--- config.mk ---
export PLATFORM = sky130hd
export DESIGN_NAME = idxp_regport
export DESIGN_NICKNAME = d
export VERILOG_FILES = /design/src/rtl/idxp_pkg.sv /design/src/rtl/idxp_fifo.sv /design/src/rtl/idxp_bank.sv /design/src/rtl/idxp_regport.sv
export SDC_FILE = /design/constraint.sdc
export NUM_CORES = 1
export LEC_CHECK = 0
export CAP_MARGIN = 15
export CORE_ASPECT_RATIO = 0.8
export CORE_UTILIZATION = 30
export CTS_CLUSTER_SIZE = 16
export DETAILED_ROUTE_END_ITERATION = 8
export DONT_BUFFER_PORTS = 1
export PLACE_DENSITY = 0.55
export SLEW_MARGIN = 20
export SYNTH_ARGS = -nofsm -noshare
export SYNTH_HDL_FRONTEND = slang
export SYNTH_SLANG_ARGS = --single-unit
--- constraint.sdc ---
create_clock -name clk -period 2.2 [get_ports clk]
set_input_delay 0.33 -clock clk [delete_from_list [all_inputs] [get_ports clk]]
set_output_delay 0.33 -clock clk [all_outputs]
set_load 0.02 [all_outputs]
--- src/rtl/idxp_pkg.sv ---
package idxp_pkg;

   typedef enum logic [1:0] {
      DA_POINTER = 2'd0,
      DA_WINDOW  = 2'd1,
      DA_STATUS  = 2'd2,
      DA_PIO     = 2'd3
   } dir_addr_e;

   localparam int unsigned MODE_SLOT = 12;
   localparam int unsigned MODE_BIT  = 6;
   localparam logic [31:0] RSVD_MASK = 32'h2840_0000; // slots 22, 27, 29

   localparam int unsigned ST_RX_AVAIL = 0;
   localparam int unsigned ST_TX_SPACE = 1;

endpackage

--- src/rtl/idxp_fifo.sv ---
module idxp_fifo #(
   parameter int unsigned W     = 8,
   parameter int unsigned DEPTH = 4
) (
   input  logic         clk,
   input  logic         rst_n,
   input  logic         push,
   input  logic [W-1:0] push_data,
   input  logic         pop,
   output logic [W-1:0] head,
   output logic         empty,
   output logic         full
);
   localparam int unsigned AW = $clog2(DEPTH);

   generate
      if (DEPTH < 2 || (DEPTH & (DEPTH - 1)) != 0) begin : g_bad_depth
         $error("idxp_fifo: DEPTH must be a power of two of at least 2");
      end
      if (W < 1) begin : g_bad_width
         $error("idxp_fifo: W must be positive");
      end
   endgenerate

   logic [W-1:0] mem [DEPTH];
   logic [AW:0]  wp, rp;
   logic         push_ok, pop_ok;
   logic [AW:0]  cnt;

   assign empty   = (wp == rp);
   assign full    = (wp[AW] != rp[AW]) && (wp[AW-1:0] == rp[AW-1:0]);
   assign push_ok = push && !full;
   assign pop_ok  = pop && !empty;
   assign head    = mem[rp[AW-1:0]];
   assign cnt     = wp - rp;

   always_ff @(posedge clk) begin
      if (push_ok) begin
         mem[wp[AW-1:0]] <= push_data;
      end
   end

   always_ff @(posedge clk) begin
      if (!rst_n) begin
         wp <= '0;
         rp <= '0;
      end else begin
         if (push_ok) wp <= wp + 1'b1;
         if (pop_ok)  rp <= rp + 1'b1;
      end
   end

   assert_no_overflow_R9: assert property (@(posedge clk) disable iff (!rst_n)
      cnt <= (AW+1)'(DEPTH));

   assert_fifo_grow_R9: assert property (@(posedge clk) disable iff (!rst_n)
      (push_ok && !pop_ok) |=> cnt == (AW+1)'($past(cnt) + 1'b1));

   assert_fifo_order_R10: assert property (@(posedge clk) disable iff (!rst_n)
      (pop_ok && !push_ok) |=> cnt == (AW+1)'($past(cnt) - 1'b1));

endmodule

--- src/rtl/idxp_bank.sv ---
module idxp_bank #(
   parameter int unsigned REG_W  = 8,
   parameter int unsigned N_REGS = 32,
   parameter logic [N_REGS-1:0] RSVD = N_REGS'(idxp_pkg::RSVD_MASK)
) (
   input  logic                     clk,
   input  logic                     rst_n,
   input  logic [$clog2(N_REGS)-1:0] ptr,
   input  logic                     wr_en,
   input  logic [REG_W-1:0]         wdata,
   output logic [REG_W-1:0]         rd_val,
   output logic                     ext_mode,
   output logic [N_REGS*REG_W-1:0]  flat
);
   localparam int unsigned IDX_W = $clog2(N_REGS);

   generate
      if (N_REGS < 4 || (N_REGS & (N_REGS - 1)) != 0) begin : g_bad_regs
         $error("idxp_bank: N_REGS must be a power of two of at least 4");
      end
      if (idxp_pkg::MODE_SLOT >= N_REGS / 2) begin : g_bad_mode_slot
         $error("idxp_bank: mode slot must sit in the compatibility half");
      end
      if (idxp_pkg::MODE_BIT >= REG_W) begin : g_bad_mode_bit
         $error("idxp_bank: mode bit outside register width");
      end
   endgenerate

   logic [REG_W-1:0] slot [N_REGS];
   logic [IDX_W-1:0] eff_idx;

   // compatibility mode drops the top pointer bit
   assign eff_idx = ext_mode ? ptr : {1'b0, ptr[IDX_W-2:0]};

   genvar gi;
   generate
      for (gi = 0; gi < N_REGS; gi++) begin : g_slot
         if (RSVD[gi]) begin : g_rsvd
            assign slot[gi] = '0;
         end else begin : g_store
            logic [REG_W-1:0] q;
            always_ff @(posedge clk) begin
               if (!rst_n) begin
                  q <= '0;
               end else if (wr_en && eff_idx == IDX_W'(gi)) begin
                  q <= wdata;
               end
            end
            assign slot[gi] = q;
         end
         assign flat[gi*REG_W +: REG_W] = slot[gi];
      end
   endgenerate

   assign ext_mode = slot[idxp_pkg::MODE_SLOT][idxp_pkg::MODE_BIT];
   assign rd_val   = slot[eff_idx];

   assert_rsvd_zero_R7: assert property (@(posedge clk) disable iff (!rst_n)
      (slot[22] | slot[27] | slot[29]) == '0);

   assert_mode_follow_R6: assert property (@(posedge clk) disable iff (!rst_n)
      (wr_en && eff_idx == IDX_W'(idxp_pkg::MODE_SLOT))
      |=> ext_mode == $past(wdata[idxp_pkg::MODE_BIT]));

   assert_compat_alias_R5: assert property (@(posedge clk) disable iff (!rst_n)
      (!ext_mode && wr_en) |=> $stable(flat[N_REGS*REG_W-1 : (N_REGS/2)*REG_W]));

endmodule

--- src/rtl/idxp_regport.sv ---
module idxp_regport #(
   parameter int unsigned REG_W      = 8,
   parameter int unsigned N_REGS     = 32,
   parameter int unsigned FIFO_DEPTH = 4
) (
   input  logic                    clk,
   input  logic                    rst_n,
   input  logic                    cs,
   input  logic                    rd,
   input  logic                    wr,
   input  logic [1:0]              addr,
   input  logic [REG_W-1:0]        wdata,
   output logic [REG_W-1:0]        rdata,
   input  logic                    core_rx_valid,
   input  logic [REG_W-1:0]        core_rx_data,
   output logic                    core_rx_ready,
   output logic                    core_tx_valid,
   output logic [REG_W-1:0]        core_tx_data,
   input  logic                    core_tx_ready,
   output logic                    ext_mode,
   output logic [N_REGS*REG_W-1:0] regs_flat
);
   import idxp_pkg::*;

   localparam int unsigned IDX_W = $clog2(N_REGS);

   generate
      if (REG_W < 2 || IDX_W > REG_W) begin : g_bad_width
         $error("idxp_regport: REG_W too narrow for pointer and status");
      end
   endgenerate

   logic             rd_fire, wr_fire;
   dir_addr_e        sel;
   logic [IDX_W-1:0] ptr_q;
   logic [REG_W-1:0] bank_rd, rd_mux, status;
   logic             rx_empty, rx_full, tx_empty, tx_full;
   logic [REG_W-1:0] rx_head;

   assign rd_fire = cs && rd && !wr;
   assign wr_fire = cs && wr && !rd;
   assign sel     = dir_addr_e'(addr);

   always_ff @(posedge clk) begin
      if (!rst_n) begin
         ptr_q <= '0;
      end else if (wr_fire && sel == DA_POINTER) begin
         ptr_q <= wdata[IDX_W-1:0];
      end
   end

   idxp_bank #(.REG_W(REG_W), .N_REGS(N_REGS)) u_bank (
      .clk      (clk),
      .rst_n    (rst_n),
      .ptr      (ptr_q),
      .wr_en    (wr_fire && sel == DA_WINDOW),
      .wdata    (wdata),
      .rd_val   (bank_rd),
      .ext_mode (ext_mode),
      .flat     (regs_flat)
   );

   // core -> host direction
   idxp_fifo #(.W(REG_W), .DEPTH(FIFO_DEPTH)) u_rx_fifo (
      .clk       (clk),
      .rst_n     (rst_n),
      .push      (core_rx_valid),
      .push_data (core_rx_data),
      .pop       (rd_fire && sel == DA_PIO),
      .head      (rx_head),
      .empty     (rx_empty),
      .full      (rx_full)
   );

   // host -> core direction
   idxp_fifo #(.W(REG_W), .DEPTH(FIFO_DEPTH)) u_tx_fifo (
      .clk       (clk),
      .rst_n     (rst_n),
      .push      (wr_fire && sel == DA_PIO),
      .push_data (wdata),
      .pop       (core_tx_ready),
      .head      (core_tx_data),
      .empty     (tx_empty),
      .full      (tx_full)
   );

   assign core_rx_ready = !rx_full;
   assign core_tx_valid = !tx_empty;

   always_comb begin
      status              = '0;
      status[ST_RX_AVAIL] = !rx_empty;
      status[ST_TX_SPACE] = !tx_full;
   end

   always_comb begin
      unique case (sel)
         DA_POINTER: rd_mux = REG_W'(ptr_q);
         DA_WINDOW:  rd_mux = bank_rd;
         DA_STATUS:  rd_mux = status;
         DA_PIO:     rd_mux = rx_empty ? '0 : rx_head;
         default:    rd_mux = '0;
      endcase
   end

   always_ff @(posedge clk) begin
      if (!rst_n) begin
         rdata <= '0;
      end else if (rd_fire) begin
         rdata <= rd_mux;
      end
   end

   assert_rdata_hold_R1: assert property (@(posedge clk) disable iff (!rst_n)
      !rd_fire |=> $stable(rdata));

   assert_ptr_echo_R2: assert property (@(posedge clk) disable iff (!rst_n)
      (rd_fire && sel == DA_POINTER) |=> rdata == REG_W'($past(ptr_q)));

   assert_status_pad_R8: assert property (@(posedge clk) disable iff (!rst_n)
      (rd_fire && sel == DA_STATUS) |=> rdata[REG_W-1:2] == '0);

   assert_pio_empty_R10: assert property (@(posedge clk) disable iff (!rst_n)
      (rd_fire && sel == DA_PIO && rx_empty) |=> rdata == '0);

   assert_idle_ptr_R11: assert property (@(posedge clk) disable iff (!rst_n)
      !wr_fire |=> $stable(ptr_q));

endmodule

==> summary by stage <==
Cells and area
The relative area change from synthesis to final layout is 20.6%. Cells with a size suffix above 1 make up 20.3% of the layout. The fill cell instance count of the final layout is 4837. Excluding fillers, the count of instances in the completed layout stands at ~2100.

The net total in the final layout is between 1000 and 1500.

Floorplanning
The die is 252 microns wide. The core region is 48800 sq um. The starting density of the core is 30.7%. The height of the die is 202 microns. The area enclosed by the die boundary is about 51000 sq um. In this run the count of I/O pins placed on the die edge is 300. The initialized floorplan defines 72 standard-cell rows.

Outcome
The flow ran to the end, and the final reports show no timing, DRC or antenna violations.

Synth
The largest area contributor in the synthesized netlist is dfxtp_1. The number of distinct standard cells referenced by the synthesized netlist is 63. The area of the mapped netlist is about 15000 sq um. The predominant post-synthesis flop cell is dfxtp_1. The instance count of the mapped netlist is 1350. Sorting the synthesized cells by how often they occur yields 261 x dfxtp_1, 187 x nor2b_1, 180 x mux2i_1.

The total number of yosys warnings is 0. The most frequently used cell type in the post-synthesis netlist is dfxtp_1. After synthesis the netlist holds a flip-flop and latch count of between 300 and 400.

After synthesis, the share of flip-flops with an asynchronous set or reset is 0%. The share of synthesized area in the top cell type comes to a little over a third. The synthesized design contains 64 enable-type register cells.

The average cell area after synthesis is 11.1 sq um. By area the synthesized netlist is led by dfxtp_1 35%, edfxtp_1 13%, mux2i_1 12%. Summing the sequential cell areas from Yosys gives 47.6% of the chip area.

Worst setup path
The endpoint of the worst-slack reg-to-reg timing path is rdata[3]$_SDFFE_PN0N_. The arrival time reported for the critical path endpoint is 2.64 ns. For the worst flop-to-flop path, the logic depth is 8. The launching element type of the critical path is a register. Broken down by cell family, the worst path's largest delay share belongs to compound AO/OA/AOI/OAI gates. The type of destination of the critical path is a register. The source of the worst register-to-register timing path is ptr_q[2]$_SDFFE_PN0P_. The classification of the worst setup path is register to register. The cell repeated most along the worst path is buf_4.

The critical path runs through a total of 8 cells. The signal on the critical path passes through buf_4 > buf_4 > nand2_1 > o31ai_1 > a221oi_1 > buf_4 > a21oi_1 > o2bb2ai_1. On the worst path, the slowest cell contributes a delay of around 0.57 ns. At the worst endpoint, the required time is 2.67 ns. Along the worst path, the maximum fanout reaches 13. The largest individual stage delay along the critical path comes from the cell dfxtp_1. Together, buffers and inverters on the worst path number 3.

The register-to-register path setup slack is 0.03 ns.

Pwr
The analysis attributes to cell leakage a power of 6.79 nW. The net switching power figure is 3.03 mW. The power density over the cells is 720 nW/um^2. Net switching is a little under a quarter of the power.

The clock network burns ~48% of the power. The sequential group share of total power is between 40% and 50%. The worst IR drop on VDD is 0.000404 V. The combinational cell fraction of total power is approximately 4.8%.

Internal power comes to 10.0 mW.

CTS
Clock-pin slew was measured on the worst setup and hold paths at roughly 0.07 ns. The maximum clock path buffer count is 3. The buffer type at the clock tree root is clkbuf_16. For the worst-skew pair, the clock arrives at the later sink with an insertion delay of roughly 0.55 ns. The H-tree depth reported by CTS is 2.

TritonCTS built the clock tree. CTS saw 325 sinks. The clock buffer count from CTS is 36.

Detailed routing
The detailed router placed 10900 vias in this run. After detailed routing, the number of remaining DRC violations is 0. After detailed routing, the average wire length per cell comes to roughly 26 microns. The via density per instance is 5.13. For this run, the detailed router's first-pass iteration total came to 5. The detail route stage leaves a number of antenna-violating nets equal to 0. The final layout contains routed wiring with a total length of 55.7 mm.

For this block, the initial DRC count from the detailed router was 824.

Timing
Setup repair after global routing could not meet its margin everywhere. Setup violations remaining at the end of the flow were counted as 0. The max-slew violation total from the final report is 0. The achievable clock frequency is about 0.46 GHz. The worst path needs ~2.2 ns of the cycle, external delays included. The number of hold violations in the final report is 0. In this run the tightest slew margin relative to its limit is around 36%. After routing, the total negative slack on setup checks comes to 0 ns. At the pin with the least slew margin, the transition time is 0.960 ns. Clock skew on the completed layout was measured at between 0.015 and 0.02 ns. The worst path uses 98.5% of the clock period.

Place
The placed instance count is 2010. The HPWL after detailed placement is 38.4 mm. During placement, the flow inserted port buffers numbering 0. The routability congestion estimate from global placement is 0.965.

GRT
The number of antenna violations at the first check in global routing was 0. Entering global routing, the biggest net connects 263 pins. The remaining global-route overflow is 0. The wire length of the first global-routing pass is 79.2 mm. The number of global-route vias before repair was 10600. The overall routing resource usage is 21.3%.

Hold path
The worst hold path belongs to the class input port to register. For hold timing, the worst endpoint is rdata[4]$_SDFFE_PN0N_. The worst hold path depth is 3. The critical hold path startpoint is addr[1].

Run
The number of max-cap violations is 0.
[power by group through the flow]
stage / Combinational [mW] / Sequential (mW) / Clock (mW)
finish: 0.620 / 6.15 / 6.26
global route: 0.656 / 6.15 / 6.65
CTS: 0.544 / 6.15 / 6.42
detailed placement: 0.344 / 6.29 / 0
global placement: 0.340 / 6.28 / 0
floorplan: 0.397 / 6.27 / 0
[what timing repair did]
item                                    CTS  global route
hold buffers                             35             3
endpoints found under the setup margin   31            15
gates resized for setup                   5            16
buffers inserted                          4             0
gates cloned                              1             0
hold endpoints to repair                323            95
pin swaps                                 0             3
[cells in the final DEF (no fill, tap or decap), drive strengths merged, types with 5 or more instances in the layout]
master / count
mux2i: 180
clkbuf: 51
a31oi: 9
and2: 23
inv: 9
a22oi: 11
nand2b: 5
dfxtp: 261
a22o: 6
nand3: 77
mux4: 55
nor2b: 187
buf: 124
dlygate4sd3: 28
a21oi: 8
nor3: 6
edfxtp: 64
mux2: 11
clkinv: 6
ha: 10
a221oi: 11
nand2: 115
xnor2: 11
conb: 24
nor2: 14
a21boi: 67
and3: 7
o21ai: 13
[kinds of logic (layout without fill, tap and decap cells)]
logic type	count (synthesis)	count (layout)	share of synthesized area [%]
AND/OR/NAND/NOR	446	446	16.7
flip-flops	325	325	47.6
multiplexers	246	246	21.1
AO/OA/AOI/OAI	160	160	8.04
buffers and inverters	147	225	4.82
XOR/XNOR	15	15	0.875
adder cells (fa/ha/maj)	10	10	0.834
other	1	25	0.0250
[registers in the layout, indices dropped and copies added, names as in the netlist, named ones only]
| name | cells |
|---|---|
| u_tx_fifo.wp | 3 |
| u_tx_fifo.mem | 32 |
| u_rx_fifo.wp | 3 |
| rdata | 8 |
| u_bank.g_slot.g_store.q | 232 |
| ptr_q | 5 |
| u_tx_fifo.rp | 3 |
| u_rx_fifo.mem | 32 |
| u_rx_fifo.rp | 3 |
[worst register-to-register path: stages (launching register included)]
cell	delay [ns]
dfxtp_1	0.57
buf_4	0.25
buf_4	0.22
nand2_1	0.23
o31ai_1	0.32
a221oi_1	0.10
buf_4	0.15
a21oi_1	0.14
o2bb2ai_1	0.12
[how the worst max path moves through the flow]
| stage | from | to |
|---|---|---|
| floorplan | ptr_q[0]$_SDFFE_PN0P_ | rdata[0]$_SDFFE_PN0N_ |
| global placement | ptr_q[1]$_SDFFE_PN0P_ | rdata[1]$_SDFFE_PN0N_ |
| detailed placement | ptr_q[1]$_SDFFE_PN0P_ | rdata[1]$_SDFFE_PN0N_ |
| CTS | ptr_q[0]$_SDFFE_PN0P_ | rdata[4]$_SDFFE_PN0N_ |
| global route | u_tx_fifo.wp[0]$_SDFFE_PN0P_ | u_tx_fifo.wp[2]$_SDFFE_PN0P_ |
| finish | ptr_q[2]$_SDFFE_PN0P_ | rdata[3]$_SDFFE_PN0N_ |
[cell type report]
class | count | area, sq um | area share (%)
repair buffers | 153 | 1570 | 8.69
clock inverters | 13 | 158 | 0.871
well taps | 666 | 833 | 4.61
flip-flops and latches | 325 | 7160 | 39.6
inverters | 8 | 30.0 | 0.166
multi-input cells | 901 | 7300 | 40.3
diodes | 1 | 2.50 | 0.0138
clock buffers | 51 | 1040 | 5.74
[routing by layer]
metal,up-vias,global-route usage (%),share of wire [%]
met1,5458,27.6,42
li1,4929,-,-
met4,0,5.22,1.6
met3,53,8.71,11
met2,429,32.9,45
met5,-,0,0
[through the flow]
step / utilization (%) / total power, mW / hold slack, ns / worst slack [ns] / cell area, sq um
floorplan: - / 6.66 / 0.429 / 0.280 / 15100
global placement: 33.2 / 6.62 / 0.429 / -0.230 / 16200
detailed placement: 33.2 / 6.63 / 0.429 / -0.245 / 16200
CTS: 36.8 / 13.1 / -0.0974 / 0.0155 / 18000
global route: 37.0 / 13.5 / 0.0265 / -0.0172 / 18100
finish: 37.1 / 13.0 / 0.0667 / 0.0323 / 18100
Power figures use the tool's default switching activity.
